[src/rtl/listen_pkg.sv]
// Shared types and decode helpers for the listen sequencer.
// Assumes the base tick is the finest resolution unit.
package listen_pkg;

    typedef enum logic [2:0] {
        PH_OFF  = 3'd0,
        PH_IDLE = 3'd1,
        PH_RX   = 3'd2,
        PH_HOLD = 3'd3,
        PH_STAY = 3'd4,
        PH_DONE = 3'd5
    } phase_e;

    typedef enum logic [1:0] {
        END_KEEP   = 2'b00,
        END_MODE   = 2'b01,
        END_RESUME = 2'b10,
        END_RSVD   = 2'b11
    } end_e;

    // Number of base ticks per unit for a resolution code; reserved 00 maps to 1.
    function automatic int unsigned res_ticks(input logic [1:0] code,
                                              input int unsigned mid,
                                              input int unsigned hi);
        case (code)
            2'b10:   return mid;
            2'b11:   return hi;
            default: return 1;
        endcase
    endfunction

endpackage

[src/rtl/listen_prescale.sv]
// Divides the base tick into resolution units. Emits a one-cycle unit pulse
// when the selected number of ticks has elapsed. Assumes clr restarts the count.
module listen_prescale #(
    parameter int unsigned MID_TICKS = 64,
    parameter int unsigned HI_TICKS  = 4096
) (
    input  logic       clk,
    input  logic       rst_n,
    input  logic       clr,
    input  logic       run,
    input  logic       tick,
    input  logic [1:0] res_code,
    output logic       unit
);
    localparam int unsigned PW = $clog2(HI_TICKS) + 1;

    logic [PW-1:0] cnt_q;
    logic [PW-1:0] lim;

    // Decode the selected resolution into a tick limit.
    always_comb lim = PW'(listen_pkg::res_ticks(res_code, MID_TICKS, HI_TICKS));

    // Unit boundary reached on this tick.
    always_comb unit = run && tick && (cnt_q == lim - PW'(1));

    // Tick counter within the current unit.
    always_ff @(posedge clk) begin
        if (!rst_n || clr)
            cnt_q <= '0;
        else if (run && tick)
            cnt_q <= unit ? '0 : cnt_q + PW'(1);
    end
endmodule

[src/rtl/listen_phase_cnt.sv]
// Counts resolution units against a coefficient and flags the last unit.
// A coefficient of zero is treated as one unit so the phase always ends.
module listen_phase_cnt #(
    parameter int unsigned CW = 8
) (
    input  logic          clk,
    input  logic          rst_n,
    input  logic          clr,
    input  logic          unit,
    input  logic [CW-1:0] coef,
    output logic          done
);
    logic [CW-1:0] cnt_q;
    logic [CW-1:0] last;

    // Index of the final unit, clamped for a zero coefficient.
    always_comb last = (coef == '0) ? '0 : coef - CW'(1);

    // Phase ends on the unit pulse of the final unit.
    always_comb done = unit && (cnt_q == last);

    // Unit counter within the current phase.
    always_ff @(posedge clk) begin
        if (!rst_n || clr)
            cnt_q <= '0;
        else if (unit)
            cnt_q <= done ? '0 : cnt_q + CW'(1);
    end
endmodule

[src/rtl/listen_accept.sv]
// Packet acceptance criterion: strength alone, or strength plus sync match.
module listen_accept (
    input  logic need_sync,
    input  logic rssi_hit,
    input  logic sync_hit,
    output logic accept
);
    // Combine the flags according to the criterion.
    always_comb accept = rssi_hit && (!need_sync || sync_hit);
endmodule

[src/rtl/listen_seq.sv]
// Listen sequencer top: alternates idle and receive phases, accepts packets
// and applies the configured end action. Assumes config is static while enabled.
module listen_seq #(
    parameter int unsigned MID_TICKS = 64,
    parameter int unsigned HI_TICKS  = 4096,
    parameter int unsigned CW        = 8
) (
    input  logic          clk,
    input  logic          rst_n,
    input  logic          listen_en,
    input  logic          tick,
    input  logic [1:0]    idle_res,
    input  logic [1:0]    rx_res,
    input  logic [CW-1:0] idle_coef,
    input  logic [CW-1:0] rx_coef,
    input  logic          need_sync,
    input  logic [1:0]    end_act,
    input  logic          rssi_hit,
    input  logic          sync_hit,
    input  logic          payload_ready,
    input  logic          rx_timeout,
    output logic          rx_on,
    output logic [2:0]    phase,
    output logic          mode_req,
    output logic          fifo_flush
);
    import listen_pkg::*;

    phase_e        state_q, state_d;
    logic          resume_q, pend_q, flush_q;
    logic          run, clr, unit, done, accept;
    logic [1:0]    res_sel;
    logic [CW-1:0] coef_sel;

    // Pick timing fields for the active phase.
    always_comb begin
        run      = (state_q == PH_IDLE) || (state_q == PH_RX);
        res_sel  = (state_q == PH_RX) ? rx_res  : idle_res;
        coef_sel = (state_q == PH_RX) ? rx_coef : idle_coef;
    end

    listen_prescale #(.MID_TICKS(MID_TICKS), .HI_TICKS(HI_TICKS)) u_pre (
        .clk(clk), .rst_n(rst_n), .clr(clr), .run(run), .tick(tick),
        .res_code(res_sel), .unit(unit)
    );

    listen_phase_cnt #(.CW(CW)) u_cnt (
        .clk(clk), .rst_n(rst_n), .clr(clr), .unit(unit),
        .coef(coef_sel), .done(done)
    );

    listen_accept u_acc (
        .need_sync(need_sync), .rssi_hit(rssi_hit), .sync_hit(sync_hit),
        .accept(accept)
    );

    // Next-state selection; acceptance outranks window expiry.
    always_comb begin
        state_d = state_q;
        if (!listen_en) begin
            state_d = PH_OFF;
        end else begin
            case (state_q)
                PH_OFF:  state_d = PH_IDLE;
                PH_IDLE: if (done) state_d = PH_RX;
                PH_RX: begin
                    if (accept)
                        state_d = (end_act == END_KEEP) ? PH_STAY : PH_HOLD;
                    else if (done)
                        state_d = PH_IDLE;
                end
                PH_HOLD: if (payload_ready || rx_timeout)
                             state_d = resume_q ? PH_IDLE : PH_DONE;
                default: state_d = state_q;
            endcase
        end
    end

    // Counters restart on every phase change.
    always_comb clr = (state_d != state_q);

    // State, resume choice and pending discard registers.
    always_ff @(posedge clk) begin
        if (!rst_n) begin
            state_q  <= PH_OFF;
            resume_q <= 1'b0;
            pend_q   <= 1'b0;
            flush_q  <= 1'b0;
        end else begin
            state_q <= state_d;
            flush_q <= 1'b0;
            if (state_q == PH_RX && accept)
                resume_q <= (end_act == END_RESUME);
            if (state_d == PH_OFF)
                pend_q <= 1'b0;
            else if (state_q == PH_HOLD && state_d == PH_IDLE)
                pend_q <= 1'b1;
            else if (state_q == PH_IDLE && state_d == PH_RX && pend_q) begin
                pend_q  <= 1'b0;
                flush_q <= 1'b1;
            end
        end
    end

    // Output decode from the registered state.
    always_comb begin
        phase      = state_q;
        rx_on      = (state_q == PH_RX) || (state_q == PH_HOLD) || (state_q == PH_STAY);
        mode_req   = (state_q == PH_DONE);
        fifo_flush = flush_q;
    end
endmodule

[config.mk]
export PLATFORM = sky130hd
export DESIGN_NAME = listen_seq
export DESIGN_NICKNAME = d
export VERILOG_FILES = /design/src/rtl/listen_pkg.sv /design/src/rtl/listen_prescale.sv /design/src/rtl/listen_phase_cnt.sv /design/src/rtl/listen_accept.sv /design/src/rtl/listen_seq.sv
export SDC_FILE = /design/constraint.sdc
export NUM_CORES = 1
export LEC_CHECK = 0
export BUFFER_PORTS_ARGS = -buffer_cell sky130_fd_sc_hd__buf_2
export CELL_PAD_IN_SITES_DETAIL_PLACEMENT = 1
export CELL_PAD_IN_SITES_GLOBAL_PLACEMENT = 1
export CORE_ASPECT_RATIO = 1.25
export CORE_MARGIN = 8
export CORE_UTILIZATION = 29
export CTS_BUF_LIST = sky130_fd_sc_hd__clkbuf_4
export CTS_CLUSTER_DIAMETER = 30
export DETAILED_ROUTE_END_ITERATION = 16
export HOLD_SLACK_MARGIN = 0.02
export PLACE_DENSITY = 0.55
export SYNTH_ARGS = -nofsm -noshare
export SYNTH_HDL_FRONTEND = slang
export SYNTH_HIERARCHICAL = 1
export SYNTH_SLANG_ARGS = --single-unit
[constraint.sdc]
create_clock -name clk -period 10.7 [get_ports clk]
set_input_delay 2.675 -clock clk [delete_from_list [all_inputs] [get_ports clk]]
set_output_delay 2.675 -clock clk [all_outputs]
set_load 0.02 [all_outputs]
==> results.md <==
* Status: finished clean
* Post-synthesis cell type count at 68
* Lkg Pwr at 0.8219 nW
* Layer with the highest usage: met2
* Sw frac at 0.2806
* Fmax at 160.0 MHz
* Worst hold start: pend_q
* Vias in the first global route at 1954
* Vias at 1828
* PD cells at 76.70 nW/µm²
* Sequential-to-total area share from yosys stat at 0.2642
* Filler cells at 857
* Clock transition at path regs at 0.16 ns
* Grt ovf at 0
* Detailed-route DRC error count at 0
* Setup WS pre-CTS at 4.032 ns
* EDFF count, synth at 0
* Largest delay contributor family on the critical path: simple AND/OR/NAND/NOR gates
* Worst path cell trace: buf_2 > mux2_2 > inv_1 > ha_1 > nor3b_1 > xnor2_1 > a21boi_1 > o311a_1 > nor4_1 > and3b_1 > a31oi_1 > o31ai_1 > o221ai_1 > or2b_1 > or3_1 > o21ai_0
* Syn Nets at 261
* Fin area at 2338 µm²
* Clk sinks at 27
* RSZ-0062 raised after global routing: false
* Max-cap violations at 0
* Top-count cell post-synth: dfxtp_1
* Cell taking the most area after synthesis: dfxtp_1
* Hold Path End: fifo_flush
* Top_reg_cell synth: dfxtp_1
* Starting Density at 0.2968
* Final clock skew at 0.01010 ns
* Period minus WS final at 6.249 ns
* GR Layer Usage met2 at 0.2009
* CTS tree: done
* Yosys reg bits at 27
* WL final at 5.307 mm
* Min Hold Slack at 0.5383 ns
* Final Wtd Congestion at 0.8012
* DR WL/cell at 15.08 µm
* Slew headroom at 0.5231
* Largest net degree at the start of global routing at 19
* Crit path buffers/inverters at 2
* CTS Buf Count at 3
* Core Box Area at 6892 µm²
* Share of total power in sequential cells at 0.568
* Final setup viols at 0
* DIE WIDTH at 91.12 µm
* Reg2reg end: u_pre/cnt_q[0]
* Die height at 109.9 µm
* Post-synth top cells: dfxtp_1 (27), nor2_1 (21), nor3_1 (17)
* Met3 Usage GRT at 0.01844
* Synth Instances at 227
* Hold Buf Count CTS at 0
* Clk pwr share at 0.260
* Clock Latency Late Sink at 0.33 ns
* H-tree depth at 1
* All-Layer GR Usage at 0.1119
* Cell row count at 34
* Area contributors post-synth: dfxtp_1 (26%), xnor2_1 (6.4%), mux2_2 (5.5%), nor3_1 (4.2%), nor2_1 (3.9%)
* Share of cells above drive strength 1 at 0.2634
* Worst EP arrival at 6.52 ns
* Drt first-iter violations at 59
* CTS max path bufs at 2
* Worst setup EP type: register
* Worst EP required at 10.97 ns
* Setup Buffers After CTS at 0
* Fin. max-slew vios at 0
* Vias per inst at 5.193
* Combinational cell fraction of total power at 0.172
* First-pass GRT wire length at 9.397 mm
* Critical setup path kind: in2reg
* Slowest-stage cell, CP: nor4_1
* DR pass1 iterations at 4
* Final ANT Viol Nets at 0
* Async SR Flop Fraction at 0
* Post-Place Cell Area at 2308 µm²
* Netlist Area Pre-Place at 2046 µm²
* Post-cts resize count at 0
* Port Buffers at 36
* Worst Hold Depth at 1
* Final Hold Fails at 0
* Area growth syn-to-layout at 14.31%
* Startpoint types: primary input
* Final setup TNS at 0 ns
* PnR worst setup slack at 4.451 ns
* Internal Power at 0.0001290 W
* Fin crit share at 0.5840
* Root Buffer: clkbuf_4
* Final net count at 297
* I/O pin count at 37
* Reg2reg start: phase[1]
* Detail Placement HPWL at 4.234 mm
* Synthesized area per cell at 9.012 µm²
* Top cell type's share of synthesized area at 0.2642
* Reg2reg path depth at 18
* Sw power at 0.00005034 W
* M1 GR Usage at 0.1358
* ANT cells at 0
* Slew @ Worst Pin at 0.6973 ns
* HP Class: reg2reg
* Yosys warning count at 6
* CP max stage delay at 0.42 ns
* Antenna violations before repair at 0
* Overall die area at 10010 µm²
* Crit-path max FO at 12
* Flop2flop setup slack at 5.63 ns
* Peak VDD IR at 0.00003875 V
[cell families after synthesis]
logic type | share of synthesized area
flip-flops | 0.2642
multiplexers | 0.05505
AND/OR/NAND/NOR | 0.3229
adder cells (fa/ha/maj) | 0.01835
buffers and inverters | 0.03303
AO/OA/AOI/OAI | 0.1902
XOR/XNOR | 0.1162
[worst reg2reg max path: stages (launching register included)]
cell and delay (ns):
dfxtp_1 0.57, nand2b_1 0.18, nor2_1 0.17, buf_4 0.24
mux2_2 0.43, inv_1 0.07, ha_1 0.26, nor3b_1 0.40
xnor2_1 0.19, a21boi_1 0.09, o311a_1 0.38, nor4_1 0.42
and3b_1 0.26, a31oi_1 0.06, o31ai_1 0.15, o221ai_1 0.23
or2b_1 0.42, or3_1 0.35, o21ai_0 0.13
[how the worst max path moves through the flow]
stage / to / depth (start not counted) / from
after floorplan: u_pre/cnt_q[10] / 15 / rx_coef[0]
after global placement: u_pre/cnt_q[0] / 16 / rx_coef[0]
after detailed placement: u_pre/cnt_q[0] / 16 / rx_coef[0]
after CTS: u_pre/cnt_q[0] / 16 / rx_coef[0]
after global routing: u_pre/cnt_q[0] / 16 / rx_coef[0]
final: u_pre/cnt_q[0] / 16 / rx_coef[0]
[state kept, by name (all words and copies together), names as in the netlist]
signal and flops:
pend_q 1, u_cnt/cnt_q 8, resume_q 1, fifo_flush 1
u_pre/cnt_q 13, phase 3
[layout by cell type (no fill, tap or decap), types with 6 or more instances in the layout]
cell,n
nor2_1,21
nand4_1,8
nor3_1,17
nand3_1,6
nand2b_1,8
dfxtp_1,27
xor2_1,9
buf_2,36
xnor2_1,15
nand2_1,12
mux2_2,10
inv_1,6
[power groups by stage]
| stage | Sequential [W] | Combinational [W] | Clock (W) |
|---|---|---|---|
| final | 0.000102 | 0.0000308 | 0.0000466 |
| after CTS | 0.000102 | 0.0000314 | 0.0000506 |
| after global placement | 0.000104 | 0.0000307 | 0 |
| after detailed placement | 0.000104 | 0.0000312 | 0 |
| after floorplan | 0.000104 | 0.0000211 | 0 |
| after global routing | 0.000102 | 0.0000342 | 0.0000554 |
[layout make-up]
type | instances | area [µm²] | area share
Clock inverter | 1 | 7.507 | 0.003210
Timing Repair Buffer | 38 | 195.2 | 0.08347
Multi-Input combinational cell | 187 | 1438 | 0.6148
Sequential cell | 27 | 540.5 | 0.2311
Clock buffer | 3 | 22.52 | 0.009631
Tap cell | 90 | 112.6 | 0.04815
Inverter | 6 | 22.52 | 0.009631
[layer usage]
layer	vias to the layer above	wire length (µm)
met4	0	35
li1	918	-
met2	30	2536
met5	-	0
met3	2	195
met1	878	2540
[per-stage QoR]
step | util | power [W] | std cells
after floorplan | - | 0.0001248 | 227
after global placement | 0.3350 | 0.0001349 | 348
after detailed placement | 0.3350 | 0.0001353 | 348
after CTS | 0.3393 | 0.0001841 | 352
after global routing | 0.3393 | 0.0001919 | 352
final | 0.3393 | 0.0001794 | 352
No activity file was read; power rests on OpenSTA's default activity.
